## src/rtl/sfl_pkg.sv

```systemverilog
package sfl_pkg;
  typedef enum logic [1:0] {M_IDLE, M_SETTLE, M_COUNT} meas_st_t;
  typedef enum logic {S_IDLE, S_MEAS} sar_st_t;
endpackage

```

## src/rtl/sfl_edge_sync.sv

```systemverilog
module sfl_edge_sync #(
  parameter int STAGES = 2
) (
  input  logic clk,
  input  logic rst,
  input  logic async_in,
  output logic rise
);
  logic [STAGES:0] sh;

  always_ff @(posedge clk) begin
    if (rst) sh <= '0;
    else     sh <= {sh[STAGES-1:0], async_in};
  end

  // newest synchronised sample high, the one before it low
  assign rise = sh[STAGES-1] & ~sh[STAGES];
endmodule

```

## src/rtl/sfl_win_meter.sv

```systemverilog
module sfl_win_meter
  import sfl_pkg::*;
#(
  parameter int WIN_CYC = 1024,
  parameter int SETTLE  = 8,
  parameter int CNT_W   = $clog2(WIN_CYC + 1)
) (
  input  logic             clk,
  input  logic             rst,
  input  logic             go,
  input  logic             rise,
  input  logic [CNT_W-1:0] target,
  output logic             done_p,
  output logic             over
);
  localparam int LONGEST = (WIN_CYC > SETTLE) ? WIN_CYC : SETTLE;
  localparam int TMR_W   = (LONGEST > 1) ? $clog2(LONGEST) : 1;
  localparam logic [CNT_W-1:0] CNT_MAX = {CNT_W{1'b1}};

  meas_st_t         st;
  logic [TMR_W-1:0] tmr;
  logic [CNT_W-1:0] ecnt;
  logic [CNT_W-1:0] ecnt_nx;

  always_comb begin
    ecnt_nx = ecnt;
    if (rise && ecnt != CNT_MAX) ecnt_nx = ecnt + CNT_W'(1);
  end

  always_ff @(posedge clk) begin
    if (rst) begin
      st     <= M_IDLE;
      tmr    <= '0;
      ecnt   <= '0;
      done_p <= 1'b0;
      over   <= 1'b0;
    end else begin
      done_p <= 1'b0;
      case (st)
        M_IDLE: begin
          if (go) begin
            st   <= M_SETTLE;
            tmr  <= TMR_W'(SETTLE - 1);
            ecnt <= '0;
          end
        end
        M_SETTLE: begin
          if (tmr == '0) begin
            st  <= M_COUNT;
            tmr <= TMR_W'(WIN_CYC - 1);
          end else begin
            tmr <= tmr - TMR_W'(1);
          end
        end
        M_COUNT: begin
          ecnt <= ecnt_nx;
          if (tmr == '0) begin
            st     <= M_IDLE;
            done_p <= 1'b1;
            over   <= (ecnt_nx > target);
          end else begin
            tmr <= tmr - TMR_W'(1);
          end
        end
        default: st <= M_IDLE;
      endcase
    end
  end
endmodule

```

## src/rtl/sfl_sar_core.sv

```systemverilog
module sfl_sar_core
  import sfl_pkg::*;
#(
  parameter int TRIM_W = 8,
  parameter int DRV_W  = 4
) (
  input  logic              clk,
  input  logic              rst,
  input  logic              cal_start,
  input  logic [DRV_W-1:0]  drv_code,
  input  logic              meas_done,
  input  logic              meas_over,
  output logic              meas_go,
  output logic [TRIM_W-1:0] trim,
  output logic [DRV_W-1:0]  drv_sel,
  output logic              done,
  output logic              err,
  output logic              busy
);
  localparam int PTR_W = (TRIM_W > 1) ? $clog2(TRIM_W) : 1;
  localparam logic [TRIM_W-1:0] FULL_CODE = TRIM_W'(1) << (TRIM_W - 1);
  localparam logic [PTR_W-1:0]  TOP_PTR   = PTR_W'(TRIM_W - 1);

  sar_st_t           st;
  logic [PTR_W-1:0]  ptr;
  logic [TRIM_W-1:0] kept;
  logic              code_ok;

  assign code_ok = (drv_code != '0) && ((drv_code & (drv_code - DRV_W'(1))) == '0);
  assign kept    = meas_over ? (trim & ~(TRIM_W'(1) << ptr)) : trim;
  assign busy    = (st == S_MEAS);

  always_ff @(posedge clk) begin
    if (rst) begin
      st      <= S_IDLE;
      ptr     <= TOP_PTR;
      trim    <= FULL_CODE;
      drv_sel <= DRV_W'(1);
      done    <= 1'b0;
      err     <= 1'b0;
      meas_go <= 1'b0;
    end else begin
      meas_go <= 1'b0;
      case (st)
        S_IDLE: begin
          if (cal_start) begin
            if (code_ok) begin
              drv_sel <= drv_code;
              err     <= 1'b0;
              done    <= 1'b0;
              trim    <= FULL_CODE;
              ptr     <= TOP_PTR;
              meas_go <= 1'b1;
              st      <= S_MEAS;
            end else begin
              err <= 1'b1;
            end
          end
        end
        S_MEAS: begin
          if (meas_done) begin
            if (ptr == '0) begin
              trim <= kept;
              done <= 1'b1;
              st   <= S_IDLE;
            end else begin
              trim    <= kept | (TRIM_W'(1) << (ptr - PTR_W'(1)));
              ptr     <= ptr - PTR_W'(1);
              meas_go <= 1'b1;
            end
          end
        end
        default: st <= S_IDLE;
      endcase
    end
  end
endmodule

```

## src/rtl/sar_freq_lock.sv

```systemverilog
module sar_freq_lock #(
  parameter int TRIM_W      = 8,
  parameter int DRV_W       = 4,
  parameter int WIN_CYC     = 1024,
  parameter int SETTLE      = 8,
  parameter int SYNC_STAGES = 2,
  parameter int CNT_W       = $clog2(WIN_CYC + 1)
) (
  input  logic              clk,
  input  logic              rst,
  input  logic              cal_start,
  input  logic              osc_clk,
  input  logic [DRV_W-1:0]  drv_code,
  input  logic [CNT_W-1:0]  target_cnt,
  output logic [TRIM_W-1:0] trim,
  output logic [DRV_W-1:0]  drv_sel,
  output logic              done,
  output logic              err
);
  logic osc_rise;
  logic meas_go;
  logic meas_done;
  logic meas_over;
  logic busy;

  sfl_edge_sync #(.STAGES(SYNC_STAGES)) u_sync (
    .clk      (clk),
    .rst      (rst),
    .async_in (osc_clk),
    .rise     (osc_rise)
  );

  sfl_win_meter #(.WIN_CYC(WIN_CYC), .SETTLE(SETTLE), .CNT_W(CNT_W)) u_meter (
    .clk    (clk),
    .rst    (rst),
    .go     (meas_go),
    .rise   (osc_rise),
    .target (target_cnt),
    .done_p (meas_done),
    .over   (meas_over)
  );

  sfl_sar_core #(.TRIM_W(TRIM_W), .DRV_W(DRV_W)) u_sar (
    .clk       (clk),
    .rst       (rst),
    .cal_start (cal_start),
    .drv_code  (drv_code),
    .meas_done (meas_done),
    .meas_over (meas_over),
    .meas_go   (meas_go),
    .trim      (trim),
    .drv_sel   (drv_sel),
    .done      (done),
    .err       (err),
    .busy      (busy)
  );
endmodule

```

## config.mk

```make
export PLATFORM = sky130hd
export DESIGN_NAME = sar_freq_lock
export DESIGN_NICKNAME = d
export VERILOG_FILES = /design/src/rtl/sfl_pkg.sv /design/src/rtl/sfl_edge_sync.sv /design/src/rtl/sfl_win_meter.sv /design/src/rtl/sfl_sar_core.sv /design/src/rtl/sar_freq_lock.sv
export SDC_FILE = /design/constraint.sdc
export NUM_CORES = 1
export LEC_CHECK = 0
export BUFFER_PORTS_ARGS = -buffer_cell sky130_fd_sc_hd__buf_4
export CAP_MARGIN = 30
export CORE_ASPECT_RATIO = 1.5
export CORE_MARGIN = 3
export CORE_UTILIZATION = 35
export DETAILED_ROUTE_END_ITERATION = 7
export PLACE_DENSITY = 0.51
export SLEW_MARGIN = 5
export SYNTH_ARGS = -nofsm -noshare
export SYNTH_HDL_FRONTEND = slang
export SYNTH_HIERARCHICAL = 1
export SYNTH_SLANG_ARGS = --single-unit
```

## constraint.sdc

```tcl
create_clock -name clk -period 3.4 [get_ports clk]
set_input_delay 0.34 -clock clk [delete_from_list [all_inputs] [get_ports clk]]
set_output_delay 0.34 -clock clk [all_outputs]
set_load 0.02 [all_outputs]
```

Word level (Yosys, flattened, before mapping):

Index checks and enable logic that the tools add are counted.

* bits in registers: 47
* bits in latches: 0
* memory bits (writable): 0
* ROM bits: 0
* output and inout bits: 14
* logic and storage cells: 95
* memories kept: 0

* add/subtract/negate cells: 4
* multiply operators: 0
* div/mod/pow operators: 0
* magnitude comparators: 1
* equality and inequality tests: 12
* shifts and indexed selects: 2
* muxes and demuxes: 36
* bitwise logic cells: 8
* reductions and logical operators: 19

Operators by type and width (number)
* $mux W8: 5
* $mux W10: 3
* $pmux W10 S3: 1
* $mux W11: 2
* $pmux W11 S2: 1
* $pmux W8 S2: 1
* $shl A1 B3 Y8 const A: 2
* $mux W3: 4
* $reduce_and A3 Y1: 4
* $add A11 B1 Y11 const B: 1
* $gt A11 B11 Y1: 1
* $mux W1: 11
* $ne A11 B11 Y1 const B: 1
* $logic_not A10 Y1: 1
* $ne A2 B2 Y1 const B: 5
* $sub A10 B1 Y10 const B: 1
* $and A8 B8 Y8: 1
* $ne A2 B1 Y1 const B: 4
* $not A8 Y8: 1
* $or A8 B8 Y8: 1
* $reduce_and A4 Y1: 2
* $mux W2: 3
* $pmux W1 S2: 3
* $pmux W2 S3: 1
* other kinds (17): 22

Logic depth before layout (Yosys ltp):

Gate-level depths: netlist of run 1.

* depth in word-level cells: 8
* depth in mapped cells: 11
* depth with buffers taken out: 10

Modules after synthesis:

The synthesis of run 1 kept the hierarchy.

By module, submodules not included
* sfl_win_meter: times used 1, cells each 241, area an instance 1969.4 µm², sequential area each 500.5 µm²
* sfl_sar_core: times used 1, cells each 124, area an instance 1092.3 µm², sequential area each 380.4 µm²
* sfl_edge_sync: times used 1, cells each 7, area an instance 87.6 µm², sequential area each 60.1 µm²

Worst setup path after synthesis of run 1:

Ideal clock, no wire load.

* path type: flip-flop to flip-flop
* start: register u_meter.ecnt[0]
* end: register u_meter.over
* library setup time: 0.133 ns
* data arrival time: 2.379 ns
* slack: 0.888 ns
* stages on the path, launching flop included: 12
* period minus slack after synthesis: 2.512 ns
* cells stage by stage: dfxtp_1 -> ha_1 -> nand3_1 -> o41ai_2 -> buf_4 -> nor2_1 -> xor2_1 -> ha_1 -> nand4_1 -> a211oi_1 -> a2111oi_0 -> o41ai_1

* word-level cells in the longest chain between the ends: 4
* elaborated cells on any way between the ends: 5
* classes of those cells: add/sub (1); order compare (1); eq/ne (1); mux (1); reduce/logical (1)

Ends and longest elaborated chain
* start: declaration: RTL line sfl_win_meter.sv:22 `logic [CNT_W-1:0] ecnt;`
* start signal: assignment: RTL line sfl_win_meter.sv:56 `ecnt <= ecnt_nx;`
* branches (longest 2 deep; another with $add A11 B1 Y11)
* $mux W11 (*): RTL line sfl_win_meter.sv:27 `if (rise && ecnt != CNT_MAX) ecnt_nx = ecnt + CNT_W'(1);`
* $gt A11 B11 Y1 (*): RTL line sfl_win_meter.sv:60 `over <= (ecnt_nx > target);`
* end signal: assignment: RTL line sfl_win_meter.sv:60
* end: declaration: RTL line sfl_win_meter.sv:14 `output logic over`

Every way passes the cells marked *.
A chain may end at the register's enable or synchronous reset.

Final worst setup path of run 1:

Same ends and word-level chain as after synthesis.

==> results of run 1 <==
## registers in the layout, summed over array words and instances, names as in the netlist, 2 cells and up
name / count
u_sar/trim: 8
u_sar/ptr: 3
u_sync/sh: 3
u_meter/tmr: 10
u_sar/drv_sel: 4
u_meter/st: 2
u_meter/ecnt: 11
## report_power, final
| part | total (mW) | internal (mW) | leakage, nW | switching [mW] |
|---|---|---|---|---|
| logic | 0.181 | 0.0779 | 1.02 | 0.103 |
| clock network | 0.481 | 0.269 | 0.0696 | 0.212 |
| registers | 0.578 | 0.563 | 0.381 | 0.0144 |
| total | 1.24 | 0.910 | 1.47 | 0.330 |
## cell usage after synthesis, types with 5 or more instances
cell / instances
sky130_fd_sc_hd__and3_1: 5
sky130_fd_sc_hd__nor2_1: 17
sky130_fd_sc_hd__and2_1: 5
sky130_fd_sc_hd__a21o_1: 7
sky130_fd_sc_hd__o21ai_0: 21
sky130_fd_sc_hd__clkbuf_1: 8
sky130_fd_sc_hd__dfxtp_1: 47
sky130_fd_sc_hd__nor2b_1: 8
sky130_fd_sc_hd__a31oi_1: 8
sky130_fd_sc_hd__nor3_1: 8
sky130_fd_sc_hd__a21oi_1: 18
sky130_fd_sc_hd__nand3_1: 14
sky130_fd_sc_hd__ha_1: 23
sky130_fd_sc_hd__nand4_1: 7
sky130_fd_sc_hd__nand2_1: 30
sky130_fd_sc_hd__xor2_1: 6
sky130_fd_sc_hd__nand2b_1: 7
sky130_fd_sc_hd__xnor2_1: 5
sky130_fd_sc_hd__o211ai_1: 7
sky130_fd_sc_hd__inv_1: 30
## logic make-up after synthesis
logic type	after synthesis	synth area share, %
AOI/OAI and AO/OA	112	26.54
xor gates and xnor gates	11	3.059
adders and majority gates	23	9.138
buffers and inverters	46	6.039
DFF	47	29.88
muxes	3	1.033
and+or+nand+nor	130	24.32
## final timing paths
path | depth (start not counted) | startpoint | end
worst max-delay path | 10 | u_meter/ecnt[0]$_SDFFE_PP0P_ | u_meter/over$_SDFFE_PP0P_
worst min-delay path | 2 | osc_clk | u_sync/sh[0]$_SDFF_PP0_
worst max register to register | 10 | u_meter/ecnt[0]$_SDFFE_PP0P_ | u_meter/over$_SDFFE_PP0P_
worst min register to register | 1 | u_sync/sh[0]$_SDFF_PP0_ | u_sync/sh[1]$_SDFF_PP0_
## metrics by stage
stage	instance area [um^2]	util, %
2_1_floorplan	3149	-
3_3_place_gp	3453	40.31
3_5_place_dp	3453	40.31
4_1_cts	3592	41.93
5_1_grt	3592	41.93
6_report	3592	41.93
## routing by layer
metal / vias to the layer above / GRT usage [%] / share of wire, %
li1: 1434 / - / -
met1: 1294 / 17.62 / 46
met2: 45 / 26.56 / 49
met3: 12 / 3.248 / 3.5
met4: 0 / 5.936 / 2.1
met5: - / 0 / 0
## layout make-up
class,instances,share of cell area (%)
multi-input combinational,279,56.18
sequential,47,26.19
timing repair buffer,33,6.897
tap,107,3.727
clock buffer,5,3.483
inverter,30,3.135
clock inverter,2,0.3831
==> results.json, run 1 <==
{
  "run_status": "finished, final reports clean",
  "grt_residual_overflow": 0,
  "wl_per_cell_um": 14.83,
  "synth_area_per_cell_um2": 8.466,
  "dieArea_um2": 10200,
  "post_layout_nonfiller_instances": 503,
  "layout.cells.most_common_list": "sky130_fd_sc_hd__dfxtp_1 (47), sky130_fd_sc_hd__buf_4 (33), sky130_fd_sc_hd__inv_1 (30), sky130_fd_sc_hd__nand2_1 (30), sky130_fd_sc_hd__ha_1 (23)",
  "clock_latency_ps": 290,
  "cell_area_after_synthesis_um2": 3149,
  "finalSetupViolations": 0,
  "area_taken_by_multi_input_logic_gates_um2": 2018,
  "worst_setup_path_end_kind": "flip-flop",
  "share_of_post_route_cells_with_drive_strength_above_1_pct": 15.40,
  "min_path_type": "primary input to flip-flop",
  "final-seq-area_um2": 940.9,
  "hold-worst-slack_ps": 261.5,
  "wl_mm": 7.462,
  "synthesis.instances": 372,
  "tritoncts": "built",
  "clock_sink_count": 47,
  "cpMaxStageDelayCell": "sky130_fd_sc_hd__o41ai_2",
  "drv.max_cap_violation_count": 0,
  "worst-endpoint-arrival_ps": 3040,
  "grt_antenna_before_repair": 0,
  "core_region_area_um2": 8567,
  "vias_per_cell": 5.537,
  "post_cts_buffers": 0,
  "p_leak_nw": 1.471,
  "cp_common_cell": "sky130_fd_sc_hd__ha_1",
  "grt_setup_unrepaired": "false",
  "initial_core_util_pct": 36.76,
  "cts.path.max_buffers": 2,
  "synth.top_cell.area_share_pct": 29.88,
  "clock_pin_slew_on_the_worst_setup_and_hold_paths_ps": 60,
  "finalMaxSlewViolations": 0,
  "gpl.final_weighted_congestion": 0.8491,
  "rows": 41,
  "relSlewSlack_pct": 55.12,
  "worst_ep_required_time_ps": 3590,
  "totalPowerFinal_mw": 1.239,
  "fmax_mhz": 351.1,
  "synth_ff_type": "sky130_fd_sc_hd__dfxtp_1",
  "areaGrowthSynthToFinish_pct": 14.06,
  "layout.cells.most_common": "sky130_fd_sc_hd__dfxtp_1",
  "buffers_plus_inverters_on_the_worst_setup_path": 0,
  "fin_ws_ps": 552.0,
  "top_level_ports": 33,
  "post-route-drc-count": 0,
  "dp.final_hpwl_mm": 5.562,
  "crit_fanout": 5,
  "dieHeight_um": 122.2,
  "synth-seq-area-share_pct": 29.88,
  "critical_path_class": "flip-flop to flip-flop",
  "wire_length_of_the_first_global_routing_pass_mm": 12.52,
  "postSynth.asyncResetShare_pct": 0,
  "vdd.ir_drop.worst_v": 0.0001881,
  "synth_top_cells_by_area": "sky130_fd_sc_hd__dfxtp_1 (30%), sky130_fd_sc_hd__ha_1 (9.1%), sky130_fd_sc_hd__inv_1 (3.6%)",
  "place_ws_ps": 533.5,
  "groute.usage.overall_pct": 15.00,
  "clock-skew-final_ps": 8.762,
  "post_synth_edffs": 0,
  "first_global_vias": 2713,
  "path_delay_family": "compound AO/OA/AOI/OAI gates",
  "yosys_register_bits": 47,
  "finalCritPeriodShare_pct": 83.77,
  "finalWorstPathRequiredPeriod_ps": 2848,
  "placedCellCount": 496,
  "synth_cell_type_count": 74,
  "reg2reg_slack_ps": 550,
  "synth-warning-count": 6,
  "drt-initial-drc-count": 183,
  "ctsHoldBuffers": 0,
  "htree_levels": 2,
  "num-nets-final": 438,
  "fillers": 866,
  "number_of_buffers_created_by_cts": 5,
  "clock-root-buffer": "sky130_fd_sc_hd__clkbuf_16",
  "antenna_left": 0,
  "pwr_dens_nw_per_um2": 345.0,
  "grt_start_max_net_pins": 31,
  "yosys_top_cell_by_area": "sky130_fd_sc_hd__dfxtp_1",
  "crit_path_max_incr_delay_ps": 550,
  "setup_total_negative_slack_ps": 0,
  "detailroute.via_count": 2785,
  "crit_chain": "ha_1 > nand3_1 > o41ai_2 > or3_1 > xnor2_1 > ha_1 > nand4_1 > a211oi_1 > a2111oi_0 > o41ai_1",
  "antenna_cells_inserted": 0,
  "mappedNetlistNets": 414,
  "die_w_um": 83.45,
  "postCtsResizedCells": 0,
  "start_kind": "flip-flop",
  "detail_route.first_pass.iterations": 4,
  "worst-slew-pin-transition_ps": 668.7,
  "port_buffers": 32,
  "hold_violations": 0
}
No activity file was read; power rests on OpenSTA's default activity.
==> run 2: changes to the inputs <==
- clock period: 3.4 -> 3 ns (I/O delays scaled with it)
==> results.json, run 2 (same netlist as run 1, synthesis figures left out) <==
{
  "run_status": "finished, final reports clean",
  "p_leak_nw": 1.524,
  "power.switching_mw": 0.3962,
  "crit_fanout": 5,
  "share_of_post_route_cells_with_drive_strength_above_1_pct": 16.75,
  "clock-root-buffer": "sky130_fd_sc_hd__clkbuf_16",
  "detail_route.first_pass.iterations": 4,
  "grt_setup_unrepaired": "false",
  "vias_per_cell": 5.562,
  "clock_latency_ps": 290,
  "fillers": 847,
  "power.share.sequential_pct": 42.4,
  "core_region_area_um2": 8567,
  "wire_length_of_the_first_global_routing_pass_mm": 13.02,
  "finalMaxSlewViolations": 0,
  "rows": 41,
  "largest_register_ffs": 11,
  "groute.usage.overall_pct": 15.44,
  "postLayoutCellArea_um2": 3687,
  "pwr_dens_nw_per_um2": 418.6,
  "timing.hold.worst_endpoint": "u_sync/sh[0]$_SDFF_PP0_",
  "clock_sink_count": 47,
  "antenna_cells_inserted": 0,
  "fmax_mhz": 362.2,
  "min_from": "osc_clk",
  "drt-initial-drc-count": 145,
  "post_layout_nonfiller_instances": 507,
  "antenna_left": 0,
  "depth_of_the_most_critical_reg_to_reg_path": 10,
  "setup_total_negative_slack_ps": 0,
  "finalSetupViolations": 0,
  "cts.path.max_buffers": 2,
  "dp.final_hpwl_mm": 5.590,
  "min_path_type": "primary input to flip-flop",
  "initial_core_util_pct": 36.76,
  "areaGrowthSynthToFinish_pct": 17.08,
  "reg2reg_slack_ps": 240,
  "final-seq-area_um2": 940.9,
  "post-route-drc-count": 0,
  "htree_levels": 2,
  "tritoncts": "built",
  "wl_per_cell_um": 15.19,
  "vdd.ir_drop.worst_v": 0.0002304,
  "cpMaxStageDelayCell": "sky130_fd_sc_hd__or3_1",
  "top_register": "u_meter/ecnt",
  "detailroute.via_count": 2820,
  "top_regs": "u_meter/ecnt x11, u_meter/tmr x10, u_sar/trim x8",
  "finalWorstPathRequiredPeriod_ps": 2761,
  "finalCoreUtilization_pct": 43.04,
  "worst_setup_path_end_kind": "flip-flop",
  "grt_residual_overflow": 0,
  "top_level_ports": 33,
  "grt_start_max_net_pins": 31,
  "number_of_buffers_created_by_cts": 5,
  "p_comb_share_pct": 13.5,
  "drv.max_cap_violation_count": 0,
  "wl_mm": 7.702,
  "worst-slew-pin-transition_ps": 724.8,
  "port_buffers": 32,
  "hold-worst-slack_ps": 219.2,
  "finalCritPeriodShare_pct": 92.03,
  "worst-endpoint-arrival_ps": 2950,
  "first_global_vias": 2791,
  "num-nets-final": 441,
  "grt_antenna_before_repair": 0,
  "switching_portion_of_total_power_pct": 25.67,
  "clock_pin_slew_on_the_worst_setup_and_hold_paths_ps": 70,
  "critical_path_cell_count": 10,
  "dieHeight_um": 122.2,
  "clock_power_share_pct": 44.1,
  "place_ws_ps": 87.82,
  "worst_ep_required_time_ps": 3190,
  "die_w_um": 83.45,
  "layout.cells.most_common": "sky130_fd_sc_hd__dfxtp_1",
  "clock-skew-final_ps": 5.741,
  "placedCellCount": 497,
  "buffers_plus_inverters_on_the_worst_setup_path": 0,
  "crit_chain": "ha_1 > nand3_1 > o41ai_4 > or3_1 > xnor2_1 > ha_1 > nand4_1 > a211oi_1 > a2111oi_1 > o41ai_1",
  "regToRegEndpoint": "u_meter/over$_SDFFE_PP0P_",
  "dieArea_um2": 10200,
  "relSlewSlack_pct": 51.36,
  "place_area_um2": 3461,
  "path_delay_family": "simple AND/OR/NAND/NOR gates",
  "start_kind": "flip-flop",
  "gpl.final_weighted_congestion": 0.8411,
  "totalPowerFinal_mw": 1.543,
  "internal_power_mw": 1.147,
  "crit_path_max_incr_delay_ps": 430,
  "area_taken_by_multi_input_logic_gates_um2": 2052,
  "hold_violations": 0,
  "rr_startpoint": "u_meter/ecnt[0]$_SDFFE_PP0P_",
  "layout.cells.most_common_list": "sky130_fd_sc_hd__dfxtp_1 (47), sky130_fd_sc_hd__buf_4 (36), sky130_fd_sc_hd__inv_1 (30), sky130_fd_sc_hd__nand2_1 (30), sky130_fd_sc_hd__ha_1 (23)",
  "critical_path_class": "flip-flop to flip-flop",
  "worstHoldPathCells": 2,
  "fin_ws_ps": 239.1,
  "cp_common_cell": "sky130_fd_sc_hd__ha_1"
}
==> run 2: cell types whose count changed in the layout (fill, tap and decap cells not counted), sizes merged <==
cell	before	now
buf	33	36
clkinv	2	0
bufinv	0	1
clkbuf	5	6
inv	30	31
==> run 2: how the worst max path moves through the flow <==
stage,start,to,slack [ps]
3_5_place_dp,u_meter/ecnt[0]$_SDFFE_PP0P_,u_meter/over$_SDFFE_PP0P_,90
3_3_place_gp,u_meter/ecnt[0]$_SDFFE_PP0P_,u_meter/over$_SDFFE_PP0P_,110
2_1_floorplan,u_meter/ecnt[0]$_SDFFE_PP0P_,u_meter/over$_SDFFE_PP0P_,490
4_1_cts,u_meter/ecnt[0]$_SDFFE_PP0P_,u_meter/over$_SDFFE_PP0P_,80
5_1_grt,u_meter/ecnt[0]$_SDFFE_PP0P_,u_meter/over$_SDFFE_PP0P_,20
6_report,u_meter/ecnt[0]$_SDFFE_PP0P_,u_meter/over$_SDFFE_PP0P_,240
==> run 2: area by class of cell <==
class	instances	share of cell area, %
clock buffers	6	3.767
multi-input cells	279	55.65
repair buffers	36	7.329
flip-flops and latches	47	25.52
well taps	107	3.631
clock inverters	2	1.052
inverters	30	3.054
==> run 2: what timing repair did <==
item | 4_1_cts | 5_1_grt
setup buffers | 0 | 2
hold buffers | 0 | 0
setup endpoints to repair | 0 | 1
gates resized for setup | 0 | 5
==> run 2: metal layers <==
layer | GRT usage [%] | share of wire [%] | up-vias
met1 | 18.00 | 44 | 1318
met5 | 0 | 0 | -
met4 | 5.936 | 2.5 | 0
li1 | - | - | 1435
met3 | 3.180 | 3.7 | 16
met2 | 27.71 | 49 | 51
==> run 2: power groups by stage <==
stage / sequential [mW] / combinational (mW) / clock, mW
CTS: 0.654 / 0.209 / 0.710
global placement: 0.669 / 0.207 / 0
global route: 0.656 / 0.232 / 0.722
detailed placement: 0.669 / 0.208 / 0
finish: 0.654 / 0.209 / 0.680
floorplan: 0.668 / 0.146 / 0
